### src/rtl/baud_pkg.sv
package baud_pkg;
  localparam int M_W   = 4;            // width of the linear factor
  localparam int N_W   = 3;            // width of the exponent
  localparam int CFG_W = M_W + N_W;    // configuration word width
  localparam int PRE_W = 1 << N_W;     // prescaler counter width (max 2^(2^N_W))

  typedef struct packed {
    logic             restart;         // clear every counter this edge
    logic [PRE_W-1:0] preLast;         // terminal value of the prescaler
    logic [M_W-1:0]   mLast;           // terminal value of the M counter
  } baudCtrl_t;
endpackage

### src/rtl/baud_ctrl.sv
module baud_ctrl
  import baud_pkg::*;
(
  input  logic             clk,
  input  logic             rstN,
  input  logic             cfgWrEn,
  input  logic [CFG_W-1:0] cfgWrData,
  input  logic             altExp,
  output logic [CFG_W-1:0] cfgQ,
  output baudCtrl_t        ctrl
);
  localparam int SH_W = N_W + 1;

  logic             modeQ;
  logic [N_W-1:0]   nField;
  logic [M_W-1:0]   mField;
  logic [SH_W-1:0]  shiftAmt;
  logic [PRE_W:0]   span;

  always_ff @(posedge clk or negedge rstN) begin
    if (!rstN) begin
      cfgQ  <= '0;
      modeQ <= 1'b0;
    end else begin
      modeQ <= altExp;
      if (cfgWrEn) cfgQ <= cfgWrData;
    end
  end

  // Field decode: exponent in the low bits, linear factor above it
  assign nField = cfgQ[N_W-1:0];
  assign mField = cfgQ[CFG_W-1:N_W];

  always_comb begin
    shiftAmt     = {1'b0, nField} + (altExp ? SH_W'(0) : SH_W'(1));
    span         = (PRE_W+1)'(1) << shiftAmt;
    ctrl.restart = cfgWrEn || (altExp != modeQ);
    ctrl.preLast = PRE_W'(span - (PRE_W+1)'(1));
    ctrl.mLast   = mField;
  end
endmodule

### src/rtl/baud_datapath.sv
module baud_datapath
  import baud_pkg::*;
#(
  parameter int TENTHS = 10
) (
  input  logic      clk,
  input  logic      rstN,
  input  baudCtrl_t ctrl,
  output logic      tickOut,
  output logic      sclStrobe
);
  localparam int TEN_W = (TENTHS > 1) ? $clog2(TENTHS) : 1;

  logic [PRE_W-1:0] preCnt;
  logic [M_W-1:0]   mCnt;
  logic [TEN_W-1:0] tenCnt;
  logic             preWrap;
  logic             tickNow;
  logic             sclNow;

  assign preWrap = (preCnt == ctrl.preLast);
  assign tickNow = preWrap && (mCnt == ctrl.mLast);
  assign sclNow  = tickNow && (tenCnt == TEN_W'(TENTHS - 1));

  always_ff @(posedge clk or negedge rstN) begin
    if (!rstN) begin
      preCnt    <= '0;
      mCnt      <= '0;
      tenCnt    <= '0;
      tickOut   <= 1'b0;
      sclStrobe <= 1'b0;
    end else if (ctrl.restart) begin
      preCnt    <= '0;
      mCnt      <= '0;
      tenCnt    <= '0;
      tickOut   <= 1'b0;
      sclStrobe <= 1'b0;
    end else begin
      preCnt <= preWrap ? '0 : preCnt + 1'b1;
      if (preWrap) mCnt   <= (mCnt == ctrl.mLast) ? '0 : mCnt + 1'b1;
      if (tickNow) tenCnt <= sclNow ? '0 : tenCnt + 1'b1;
      tickOut   <= tickNow;
      sclStrobe <= sclNow;
    end
  end
endmodule

### src/rtl/i2c_baud_gen.sv
module i2c_baud_gen
  import baud_pkg::*;
#(
  parameter int TENTHS = 10
) (
  input  logic             clk,
  input  logic             rstN,
  input  logic             cfgWrEn,
  input  logic [CFG_W-1:0] cfgWrData,
  input  logic             altExp,
  output logic             tickOut,
  output logic             sclStrobe
);
  baudCtrl_t        ctrl;
  logic [CFG_W-1:0] cfgQ;

  baud_ctrl uCtrl (
    .clk(clk), .rstN(rstN), .cfgWrEn(cfgWrEn), .cfgWrData(cfgWrData),
    .altExp(altExp), .cfgQ(cfgQ), .ctrl(ctrl)
  );

  baud_datapath #(.TENTHS(TENTHS)) uData (
    .clk(clk), .rstN(rstN), .ctrl(ctrl),
    .tickOut(tickOut), .sclStrobe(sclStrobe)
  );
endmodule

### config.mk
export PLATFORM = sky130hd
export DESIGN_NAME = i2c_baud_gen
export DESIGN_NICKNAME = d
export VERILOG_FILES = /design/src/rtl/baud_pkg.sv /design/src/rtl/baud_ctrl.sv /design/src/rtl/baud_datapath.sv /design/src/rtl/i2c_baud_gen.sv
export SDC_FILE = /design/constraint.sdc
export NUM_CORES = 1
export LEC_CHECK = 0
export BUFFER_PORTS_ARGS = -buffer_cell sky130_fd_sc_hd__buf_2
export CAP_MARGIN = 30
export CORE_ASPECT_RATIO = 0.8
export CORE_MARGIN = 2
export CORE_UTILIZATION = 58
export DETAILED_ROUTE_END_ITERATION = 10
export GPL_TIMING_DRIVEN = 0
export PLACE_DENSITY = 0.75
export SYNTH_ARGS = -nofsm -noshare
export SYNTH_HDL_FRONTEND = slang
export SYNTH_HIERARCHICAL = 1
export SYNTH_SLANG_ARGS = --single-unit
export TNS_END_PERCENT = 30
### constraint.sdc
create_clock -name clk -period 4.45 [get_ports clk]
set_clock_uncertainty 0.1 [all_clocks]
set_input_delay 0.445 -clock clk [delete_from_list [all_inputs] [get_ports clk]]
set_output_delay 0.445 -clock clk [all_outputs]
set_load 0.05 [all_outputs]
* Word level (Yosys, flattened, before mapping)
Cells that the tools add are included.
** Cells by class
- Add/subtract/negate cells :: 5
- Equality and inequality tests :: 4
- Shift operators :: 1
- Mux-type cells :: 11
- Reductions and logical operators :: 5
** Operators with widths (number)
- $mux 4 :: 6
- $mux 8 :: 2
- $add 4x1->4 const B :: 2
- $add 8x1->8 const B :: 1
- $eq 8x8->1 :: 1
- $shl 1x4->8 const A :: 1
- $sub 8x1->8 const B :: 1
- $add 3x4->4 :: 1
- $eq 4x4->1 :: 1
- $eq 4x4->1 const B :: 1
- $reduce_bool 2->1 :: 2
- $mux 1 :: 3
- $logic_and 1x1->1 :: 2
- $logic_or 1x1->1 :: 1
- $ne 1x1->1 :: 1
** Storage, ports and cells
- Bits in registers :: 26
- Input port bits :: 11
- Output and inout bits :: 2
- Word-level logic and storage cells :: 33

* Logic depth before layout (Yosys ltp)
Gate-level depths: netlist of the first run.
- Depth after elaboration :: 10
- Gate-level depth with buffers :: 17
- Depth with buffers taken out :: 16

* Hierarchy
The synthesis of the first run kept the hierarchy.
** By module, submodules not included
- baud_datapath :: instances 1, cells each 106, area each 1062.3 um^2, seq. area each 450.4 um^2
- baud_ctrl :: instances 1, cells each 77, area each 730.7 um^2, seq. area each 200.2 um^2

* Worst setup path after synthesis of the first run
OpenSTA, ideal clock, no wires.
- Path type :: input port to flip-flop
- Start :: input port altExp
- End :: register uData.mCnt[3]
- Setup time :: 0.122 ns
- Arrival :: 3.441 ns
- Required time :: 4.228 ns
- Path slack :: 0.788 ns
- Cell stages on the path :: 16
- Buffers on the path :: 2
- Cells stage by stage :: inv_1 > ha_1 > buf_4 > or2_2 > o21ai_0 > nand2_1 > ha_1 > inv_1 > a2111oi_2 > a211oi_1 > nand3_1 > xor2_1 > or4_4 > buf_6 > a211o_1 > a32o_1
** RTL lines
- from (decl) :: RTL line i2c_baud_gen.sv:10 : input logic altExp,
- to (signal assigned) :: RTL line baud_datapath.sv:40 : if (preWrap) mCnt <= (mCnt == ctrl.mLast) ? '0 : mCnt + 1'b1;
- to (decl) :: RTL line baud_datapath.sv:15 : logic [M_W-1:0] mCnt;

==> impl_metrics.json, run 1 <==
{
  "status": "finished, final reports clean",
  "cts_buffer_depth": 2,
  "start_kind": "register",
  "vias_per_cell": 6.00,
  "postRouteAntennaNets": 0,
  "die_x_um": 66.2,
  "yosysUniqueCellTypes": 51,
  "power.total_w": 0.000560,
  "critical_path_class": "register to register",
  "arrival_ns": 4.10,
  "layout_common_cells": "dfrtp_1, buf_2, xor2_1",
  "syn-num-nets": 202,
  "die_y_um": 53.7,
  "worstReg2RegEnd": "uData/tenCnt[2]",
  "overflow": 0,
  "cts_tree": "yes",
  "r2r_slack_ns": 0.42,
  "p_leak_nw": 0.863,
  "synth.top_cell.area_share_pct": 36.3,
  "grt_pass1_wl_um": 5810,
  "diodes": 0,
  "gp_congestion": 0.828,
  "synth-main-ff-cell": "dfrtp_1",
  "synth_mux_area_share_pct": 5.16,
  "drc": 0,
  "tightest_slew_ns": 1.07,
  "syn_area_sq_um": 1790,
  "vias": 1428,
  "avgSynthCellArea_sq_um": 9.80,
  "antenna_found_initial": 0,
  "clock_latency_ns": 0.27,
  "fp.dieArea_sq_um": 3550,
  "post_cts_resize_count": 0,
  "ys_async_sr_fraction_pct": 100,
  "cts_sinks": 26,
  "drt_first_pass_iters": 4,
  "clk_pin_slew_ns": 0.08,
  "syn_inst": 183,
  "grt_max_degree": 27,
  "cp.required_ns": 4.52,
  "synth_xor_xnor_area_share_pct": 11.8,
  "clockRootBuffer": "clkbuf_8",
  "drt_iter0_drc": 64,
  "synth_top_family_by_area": "simple AND/OR/NAND/NOR gates",
  "core_sq_um": 3020,
  "dpl-instance-area_sq_um": 1900,
  "num_rows": 18,
  "area_growth_pct": 8.93,
  "hpwl_um": 2520,
  "wl_per_cell_um": 14.1,
  "rsz0062_at_grt": "no",
  "synth-seq-cells": 26,
  "cts_buffers": 3,
  "crit_path_end_kind": "register",
  "r2r.worst_path.cells": 14,
  "hp-class": "primary input to async pin",
  "post_cts_buffers": 0,
  "hold_slack_ns": 0.0578,
  "io_buffer_count": 11,
  "synth_compound_area_share_pct": 12.2,
  "synth_area_leaders": "dfrtp_1, xor2_1, ha_1, mux2_2, xnor2_1",
  "slew_headroom_pct": 28.1,
  "design_area_sq_um": 1950,
  "start_util_pct": 59.4,
  "finalSetupViolations": 0,
  "io_pins": 13,
  "synth_edf_count": 0,
  "nNetsFinal": 218,
  "hold_viol": 0,
  "h-tree-depth": 1,
  "yosysSeqAreaShare_pct": 36.3,
  "yosys.area_share.simple_pct": 22.5,
  "ctsHoldBuffers": 0,
  "final_common_cell": "dfrtp_1",
  "period_needed_ns": 4.03,
  "final.setup.tns_ns": 0,
  "wl_um": 3360,
  "slew_viol_final": 0,
  "fmax_mhz": 248,
  "yosys.area.top_type": "dfrtp_1",
  "r2r_start": "uCtrl/cfgQ[0]",
  "synthAdderAreaFrac_pct": 5.58,
  "drive_gt1_share_pct": 20.7,
  "powerDensity_nw_per_um2": 287,
  "period_share_pct": 90.6,
  "crit_fanout": 7,
  "peakVddDrop_mv": 0.209,
  "grtUsageTotal_pct": 21.4,
  "drv_cap": 0,
  "grt_pass1_vias": 1310,
  "yosys_warnings": 6
}
==> worst max-delay path, stage by stage (launching register included) <==
cell and delay, ns:
dfrtp_1 0.41, ha_1 0.18, buf_4 0.17, or2_2 0.29, o21ai_0 0.24, nand2_1 0.13
ha_1 0.22, inv_1 0.16, a2111oi_2 0.08, a211oi_1 0.24, nand3_1 0.12, xor2_1 0.17
nor4_1 0.92, a41oi_1 0.23, a41o_1 0.26
==> power by group <==
part | total, W | switching [W] | leakage [nW] | internal, W
Sequential | 0.000250 | 0.00000588 | 0.344 | 0.000244
Clock | 0.000151 | 0.0000719 | 0.0288 | 0.0000791
Combinational | 0.000159 | 0.0000926 | 0.490 | 0.0000664
Total | 0.000560 | 0.000170 | 0.863 | 0.000390
==> kinds of logic after synthesis <==
logic type      after synthesis
fa+ha+maj                     8
simple gates                 67
compound gates               31
mux                           8
buf+inv                      21
flops                        26
xor+xnor                     22
==> worst max-delay path by stage <==
stage                              from         endpoint  cells past startpoint
after floorplan                  altExp    uData/mCnt[3]                     16
after global placement           altExp  uData/tenCnt[2]                     17
after detailed placement         altExp  uData/tenCnt[2]                     17
after CTS                 uCtrl/cfgQ[0]  uData/tenCnt[2]                     14
after global routing      uCtrl/cfgQ[0]  uData/tenCnt[2]                     14
final                     uCtrl/cfgQ[0]  uData/tenCnt[2]                     14
==> flip-flops by register name, summed over array words and instances (netlist names) <==
signal,flops
uCtrl/cfgQ,7
uCtrl/modeQ,1
uData/mCnt,4
uData/preCnt,8
uData/sclStrobe,1
uData/tenCnt,4
uData/tickOut,1
==> per-layer routing <==
metal	routed length (um)	up-vias	GRT usage, %
li1	-	694	-
met1	1560	692	28.9
met2	1610	39	35.3
met3	175	3	4.39
met4	19	0	6.46
met5	0	-	0
==> Yosys cell counts (all sizes together), types with 2 or more instances <==
library cell / instances
dfrtp: 26
xor2: 14
nor3: 12
nand2: 11
buf: 10
nand3: 10
a21oi: 8
ha: 8
o21ai: 8
xnor2: 8
inv: 7
mux2: 7
nand4: 6
clkbuf: 4
nor2: 4
nor2b: 4
nor4: 3
or4: 3
a2111oi: 2
a211oi: 2
and2: 2
and3: 2
nand3b: 2
nor3b: 2
o311ai: 2
==> final cells by class <==
| class | count | area (sq um) |
|---|---|---|
| flip-flops and latches | 26 | 651 |
| clock buffers | 4 | 55.1 |
| plain buffers | 14 | 90.1 |
| well taps | 40 | 50.0 |
| multi-input cells | 136 | 1030 |
| inverters | 7 | 26.3 |
| fillers | 246 | 1060 |
| repair buffers | 11 | 55.1 |
==> metrics by stage <==
step	worst slack, ns	utilization, %	cells
final	0.419	64.7	238
after global placement	0.349	62.9	234
after detailed placement	0.192	62.9	234
after CTS	0.435	64.7	238
after global routing	0.125	64.7	238
after floorplan	0.788	-	183
Note: power is estimated with default switching activity, not from simulation.
==> inputs of run 2 (changes only) <==
--- a/config.mk
+++ b/config.mk
@@ -7,12 +7,14 @@
 export LEC_CHECK = 0
 export BUFFER_PORTS_ARGS = -buffer_cell sky130_fd_sc_hd__buf_2
 export CAP_MARGIN = 30
+export CELL_PAD_IN_SITES_DETAIL_PLACEMENT = 1
+export CELL_PAD_IN_SITES_GLOBAL_PLACEMENT = 2
 export CORE_ASPECT_RATIO = 0.8
 export CORE_MARGIN = 2
-export CORE_UTILIZATION = 58
+export CORE_UTILIZATION = 38
 export DETAILED_ROUTE_END_ITERATION = 10
 export GPL_TIMING_DRIVEN = 0
-export PLACE_DENSITY = 0.75
+export PLACE_DENSITY = 0.76
 export SYNTH_ARGS = -nofsm -noshare
 export SYNTH_HDL_FRONTEND = slang
 export SYNTH_HIERARCHICAL = 1
==> constraint.sdc (replaced) <==
create_clock -name clk -period 4.45 [get_ports clk]
set_clock_uncertainty 0.1 [all_clocks]
set_input_delay 0.445 -clock clk [delete_from_list [all_inputs] [get_ports clk]]
set_output_delay 0.445 -clock clk [all_outputs]
set_load 0.005 [all_outputs]
==> run 2 against run 1 <==
  * Sequential power hardly changed
  * Clock power is 15% lower
  * Fmax is 3.3% higher
  * Global-route usage is 3.9 points lower
  * Routed wire length is 20% higher
  * First-iteration DRC count is 34% lower
  * Critical endpoint unchanged
  * Largest cell class unchanged
  * Highest routed layer unchanged
==> impl_metrics.json, run 2 (synthesis results as in run 1) <==
{
  "cts_buffers": 3,
  "largest_register": "uData/preCnt",
  "grt_pass1_wl_um": 7160,
  "overflow": 0,
  "vias": 1396,
  "period_share_pct": 87.7,
  "drv_cap": 0,
  "hpwl_um": 2990,
  "finalSetupViolations": 0,
  "drc": 0,
  "core_sq_um": 4570,
  "cpPeakStageDelay_ns": 0.50,
  "largest_register_ff_count": 8,
  "crit_path_start": "uCtrl/cfgQ[0]",
  "wl_um": 4030,
  "hold_viol": 0,
  "worstReg2RegEnd": "uData/tenCnt[2]",
  "critical_path_class": "register to register",
  "nNetsFinal": 220,
  "clk_pin_slew_ns": 0.08,
  "gp_congestion": 0.826,
  "biggestRegsByFlops": "uData/preCnt: 8 flops, uCtrl/cfgQ: 7 flops",
  "drive_gt1_share_pct": 21.1,
  "h-tree-depth": 1,
  "grtUsageTotal_pct": 17.5,
  "io_buffer_count": 11,
  "fin_util_pct": 43.2,
  "p_leak_nw": 0.867,
  "slew_headroom_pct": 58.8,
  "cts_buffer_depth": 2,
  "crit_fanout": 10,
  "slew_viol_final": 0,
  "grt_pass1_vias": 1497,
  "start_kind": "register",
  "vias_per_cell": 5.39,
  "fp.dieArea_sq_um": 5290,
  "start_util_pct": 39.2,
  "status": "finished, final reports clean",
  "r2r_start": "uCtrl/cfgQ[0]",
  "hp-class": "primary input to async pin",
  "cts_tree": "yes",
  "die_x_um": 80.8,
  "final_common_cell": "dfrtp_1",
  "layout_common_cells": "dfrtp_1, buf_2, xor2_1",
  "power.total_w": 0.000543,
  "wl_per_cell_um": 15.6,
  "drt_first_pass_iters": 4,
  "endpoint": "uData/tenCnt[2]",
  "postRouteAntennaNets": 0,
  "area_growth_pct": 10.1,
  "drt_iter0_drc": 42,
  "path_common_cell": "ha_1",
  "ctsHoldBuffers": 0,
  "die_y_um": 65.4,
  "design_area_sq_um": 1970,
  "hold_slack_ns": 0.0883,
  "dpl-instance-area_sq_um": 1930,
  "arrival_ns": 4.01,
  "powerDensity_nw_per_um2": 275,
  "io_pins": 13,
  "final.setup.tns_ns": 0,
  "diodes": 0,
  "clock_latency_ns": 0.26,
  "num_rows": 22,
  "post_cts_buffers": 0,
  "post_cts_resize_count": 0,
  "cts_sinks": 26,
  "clockRootBuffer": "clkbuf_8",
  "tightest_slew_ns": 0.618,
  "r2r.worst_path.cells": 16,
  "crit_path_end_kind": "register",
  "crit_chain": "ha_1 -> ha_1 -> nor2_1 -> nand2_1 -> o21ai_0 -> nand2_1 -> ha_1 -> inv_1 -> o311a_1 -> a211oi_1 -> nand3_1 -> xor2_1 -> or4_4 -> buf_6 -> nor2_2 -> a41o_1",
  "r2r_slack_ns": 0.55,
  "antenna_found_initial": 0,
  "crit_slowest_cell": "or4_4",
  "peakVddDrop_mv": 0.130,
  "period_needed_ns": 3.90,
  "fmax_mhz": 256,
  "rsz0062_at_grt": "no",
  "cp.required_ns": 4.56,
  "grt_max_degree": 27
}
[run 2: changes by cell type in the layout (fill, tap and decap cells not counted)]
cell,before,now
clkbuf_8,4,3
buf_2,14,16
[run 2: how the worst min path moves through the flow]
stage / startpoint / to / slack (ns) / cells after the start
final: rstN / uData/preCnt[4] / 0.09 / 1
after global routing: rstN / uData/preCnt[6] / 0.12 / 1
after CTS: rstN / uCtrl/cfgQ[2] / 0.11 / 1
after detailed placement: rstN / uData/preCnt[6] / 0.40 / 1
after global placement: rstN / uData/preCnt[4] / 0.39 / 1
after floorplan: rstN / uCtrl/cfgQ[0] / 0.05 / 0
[run 2: critical path: cells and delay by family (launching register included)]
family	cells	cell delay (ns)
AO/OA/AOI/OAI	4	0.93
adder cells (fa/ha/maj)	3	0.68
flip-flops	1	0.38
buffers and inverters	2	0.28
XOR/XNOR	1	0.18
AND/OR/NAND/NOR	6	1.30
[run 2: layout make-up]
class | count | area [sq um]
fill | 554 | 2590
timing repair buffer | 13 | 65.1
clock buffer | 3 | 41.3
multi-input combinational | 136 | 1030
tap | 60 | 75.1
sequential | 26 | 651
buffer | 14 | 90.1
inverter | 7 | 26.3
[run 2: where the power goes]
group	total, W	leakage, nW	switching, W	internal, W
sequential	0.000250	0.344	0.00000594	0.000244
combinational	0.000164	0.501	0.0000967	0.0000676
clock	0.000129	0.0216	0.0000687	0.0000605
total	0.000543	0.867	0.000171	0.000372
[run 2: per-stage QoR]
step | setup slack (ns) | cells
global route | 0.231 | 259
global placement | 0.140 | 254
CTS | 0.513 | 259
finish | 0.550 | 259
floorplan | 0.788 | 183
detailed placement | 0.276 | 256
[run 2: metal layers]
| layer | track usage [%] | up-vias | wire, um |
|---|---|---|---|
| met3 | 3.30 | 2 | 107 |
| met2 | 28.2 | 13 | 1850 |
| met5 | 0 | - | 0 |
| met4 | 3.18 | 0 | 22 |
| li1 | - | 693 | - |
| met1 | 24.7 | 688 | 2060 |
==> inputs of run 3 (changes only) <==
--- a/config.mk
+++ b/config.mk
@@ -10,7 +10,6 @@
 export CELL_PAD_IN_SITES_DETAIL_PLACEMENT = 1
 export CELL_PAD_IN_SITES_GLOBAL_PLACEMENT = 2
 export CORE_ASPECT_RATIO = 0.8
-export CORE_MARGIN = 2
 export CORE_UTILIZATION = 38
 export DETAILED_ROUTE_END_ITERATION = 10
 export GPL_TIMING_DRIVEN = 0
==> run 3 against run 2 <==
  * Sequential cell count is the same
  * Largest power group unchanged
  * Final cell count fell by 1.5%
  * Sequential power hardly changed
  * Largest cell class unchanged
==> impl_metrics.json, run 3 (synthesis results as in run 1) <==
{
  "hpwl_um": 3050,
  "ctsHoldBuffers": 0,
  "rsz0062_at_grt": "no",
  "io_pins": 13,
  "cts_tree": "yes",
  "grt_max_degree": 27,
  "postRouteAntennaNets": 0,
  "finalSetupViolations": 0,
  "tightest_slew_ns": 1.12,
  "nNetsFinal": 219,
  "critical_path_class": "register to register",
  "num_rows": 21,
  "cts_buffers": 3,
  "met3RoutedLength_um": 160,
  "top_layer_used": "met4",
  "period_share_pct": 88.0,
  "seq_area_sq_um": 651,
  "routedLengthMet1_um": 2090,
  "met2WireLength_um": 1800,
  "vias": 1424,
  "slew_headroom_pct": 24.6,
  "biggestRegsByFlops": "uData/preCnt: 8 flops, uCtrl/cfgQ: 7 flops",
  "peakVddDrop_mv": 0.115,
  "area_growth_pct": 9.63,
  "fillers": 527,
  "vias_per_cell": 5.58,
  "grtUsageTotal_pct": 18.4,
  "cts_buffer_depth": 2,
  "fmax_mhz": 255,
  "fp.dieArea_sq_um": 5000,
  "status": "finished, final reports clean",
  "slew_viol_final": 0,
  "start_kind": "register",
  "wl_um": 4070,
  "start_util_pct": 41.1,
  "p_leak_nw": 0.861,
  "gp_congestion": 0.804,
  "arrival_ns": 4.03,
  "clk_pin_slew_ns": 0.09,
  "die_y_um": 63.4,
  "post_cts_buffers": 0,
  "hold_slack_ns": 0.0678,
  "multi_input_area_sq_um": 1030,
  "diodes": 0,
  "final.setup.tns_ns": 0,
  "powerDensity_nw_per_um2": 278,
  "cts_sinks": 26,
  "pre_cts_slack_ns": 0.268,
  "crit_fanout": 10,
  "clock_latency_ns": 0.27,
  "period_needed_ns": 3.92,
  "cp.required_ns": 4.57,
  "drc": 0,
  "die_x_um": 78.8,
  "wl_per_cell_um": 16.0,
  "drive_gt1_share_pct": 20.7,
  "hold_viol": 0,
  "final_common_cell": "dfrtp_1",
  "clockRootBuffer": "clkbuf_8",
  "drv_cap": 0,
  "largest_register_ff_count": 8,
  "finalWorstSetupSlack_ns": 0.533,
  "post_cts_resize_count": 0,
  "drt_first_pass_iters": 4,
  "io_buffer_count": 11,
  "grt_pass1_vias": 1438,
  "h-tree-depth": 1,
  "largest_register": "uData/preCnt",
  "drt_iter0_drc": 50,
  "layout_common_cells": "dfrtp_1, buf_2, xor2_1",
  "hp-class": "primary input to async pin",
  "crit_path_end_kind": "register",
  "antenna_found_initial": 0,
  "core_sq_um": 4360,
  "grt_pass1_wl_um": 7160,
  "overflow": 0
}
run 3: cell types whose count changed in the layout (fill, tap and decap cells not counted):
| cell | previous run | this run |
|---|---|---|
| buf_2 | 16 | 15 |
run 3: path summary, 6_finish.rpt:
path	end	slack, ns	cells past startpoint	from
worst max-delay path	uData/tenCnt[2]	0.53	16	uCtrl/cfgQ[0]
worst max register to register	uData/tenCnt[2]	0.53	16	uCtrl/cfgQ[0]
max in group asynchronous	uData/mCnt[1]	3.79	1	rstN
worst min-delay path	uData/preCnt[2]	0.07	1	rstN
min in group clk	uCtrl/modeQ	0.22	1	altExp
worst min register to register	uCtrl/cfgQ[6]	0.41	1	uCtrl/cfgQ[6]
run 3: critical path, stage by stage (launching register included):
cell and delay [ns]:
dfrtp_1 0.39, ha_1 0.17, ha_1 0.35, nor2_1 0.12, nand2_1 0.08, o21ai_0 0.11, nand2_1 0.13, ha_1 0.19
inv_1 0.11, o311a_1 0.36, a211oi_1 0.22, nand3_1 0.13, xor2_1 0.17, or4_4 0.50, buf_6 0.16, nor2_2 0.35
a41o_1 0.23
run 3: power by group:
part	switching, W	internal [W]	total (W)
Sequential	0.00000642	0.000244	0.000250
Combinational	0.0000969	0.0000673	0.000164
Clock	0.0000708	0.0000607	0.000131
run 3: cell type report:
cell class | instances | share of cell area, %
buffer | 14 | 4.58
clock buffer | 3 | 2.10
inverter | 7 | 1.34
timing repair buffer | 12 | 3.06
multi-input combinational | 136 | 52.2
sequential | 26 | 33.1
tap | 57 | 3.63
run 3: per-stage QoR:
step	utilization (%)	total power (W)	instance area, sq um	instances
after floorplan	-	0.000379	1790	183
after global placement	44.0	0.000413	1920	251
after detailed placement	44.1	0.000419	1920	252
after CTS	45.1	0.000555	1970	255
after global routing	45.1	0.000584	1970	255
final	45.1	0.000546	1970	255
run 3: metal layers:
| layer | global-route usage [%] | vias to the layer above |
|---|---|---|
| met5 | 0 | - |
| met4 | 2.08 | 0 |
| met3 | 4.06 | 5 |
| met2 | 28.5 | 31 |
| met1 | 26.7 | 701 |
| li1 | - | 687 |
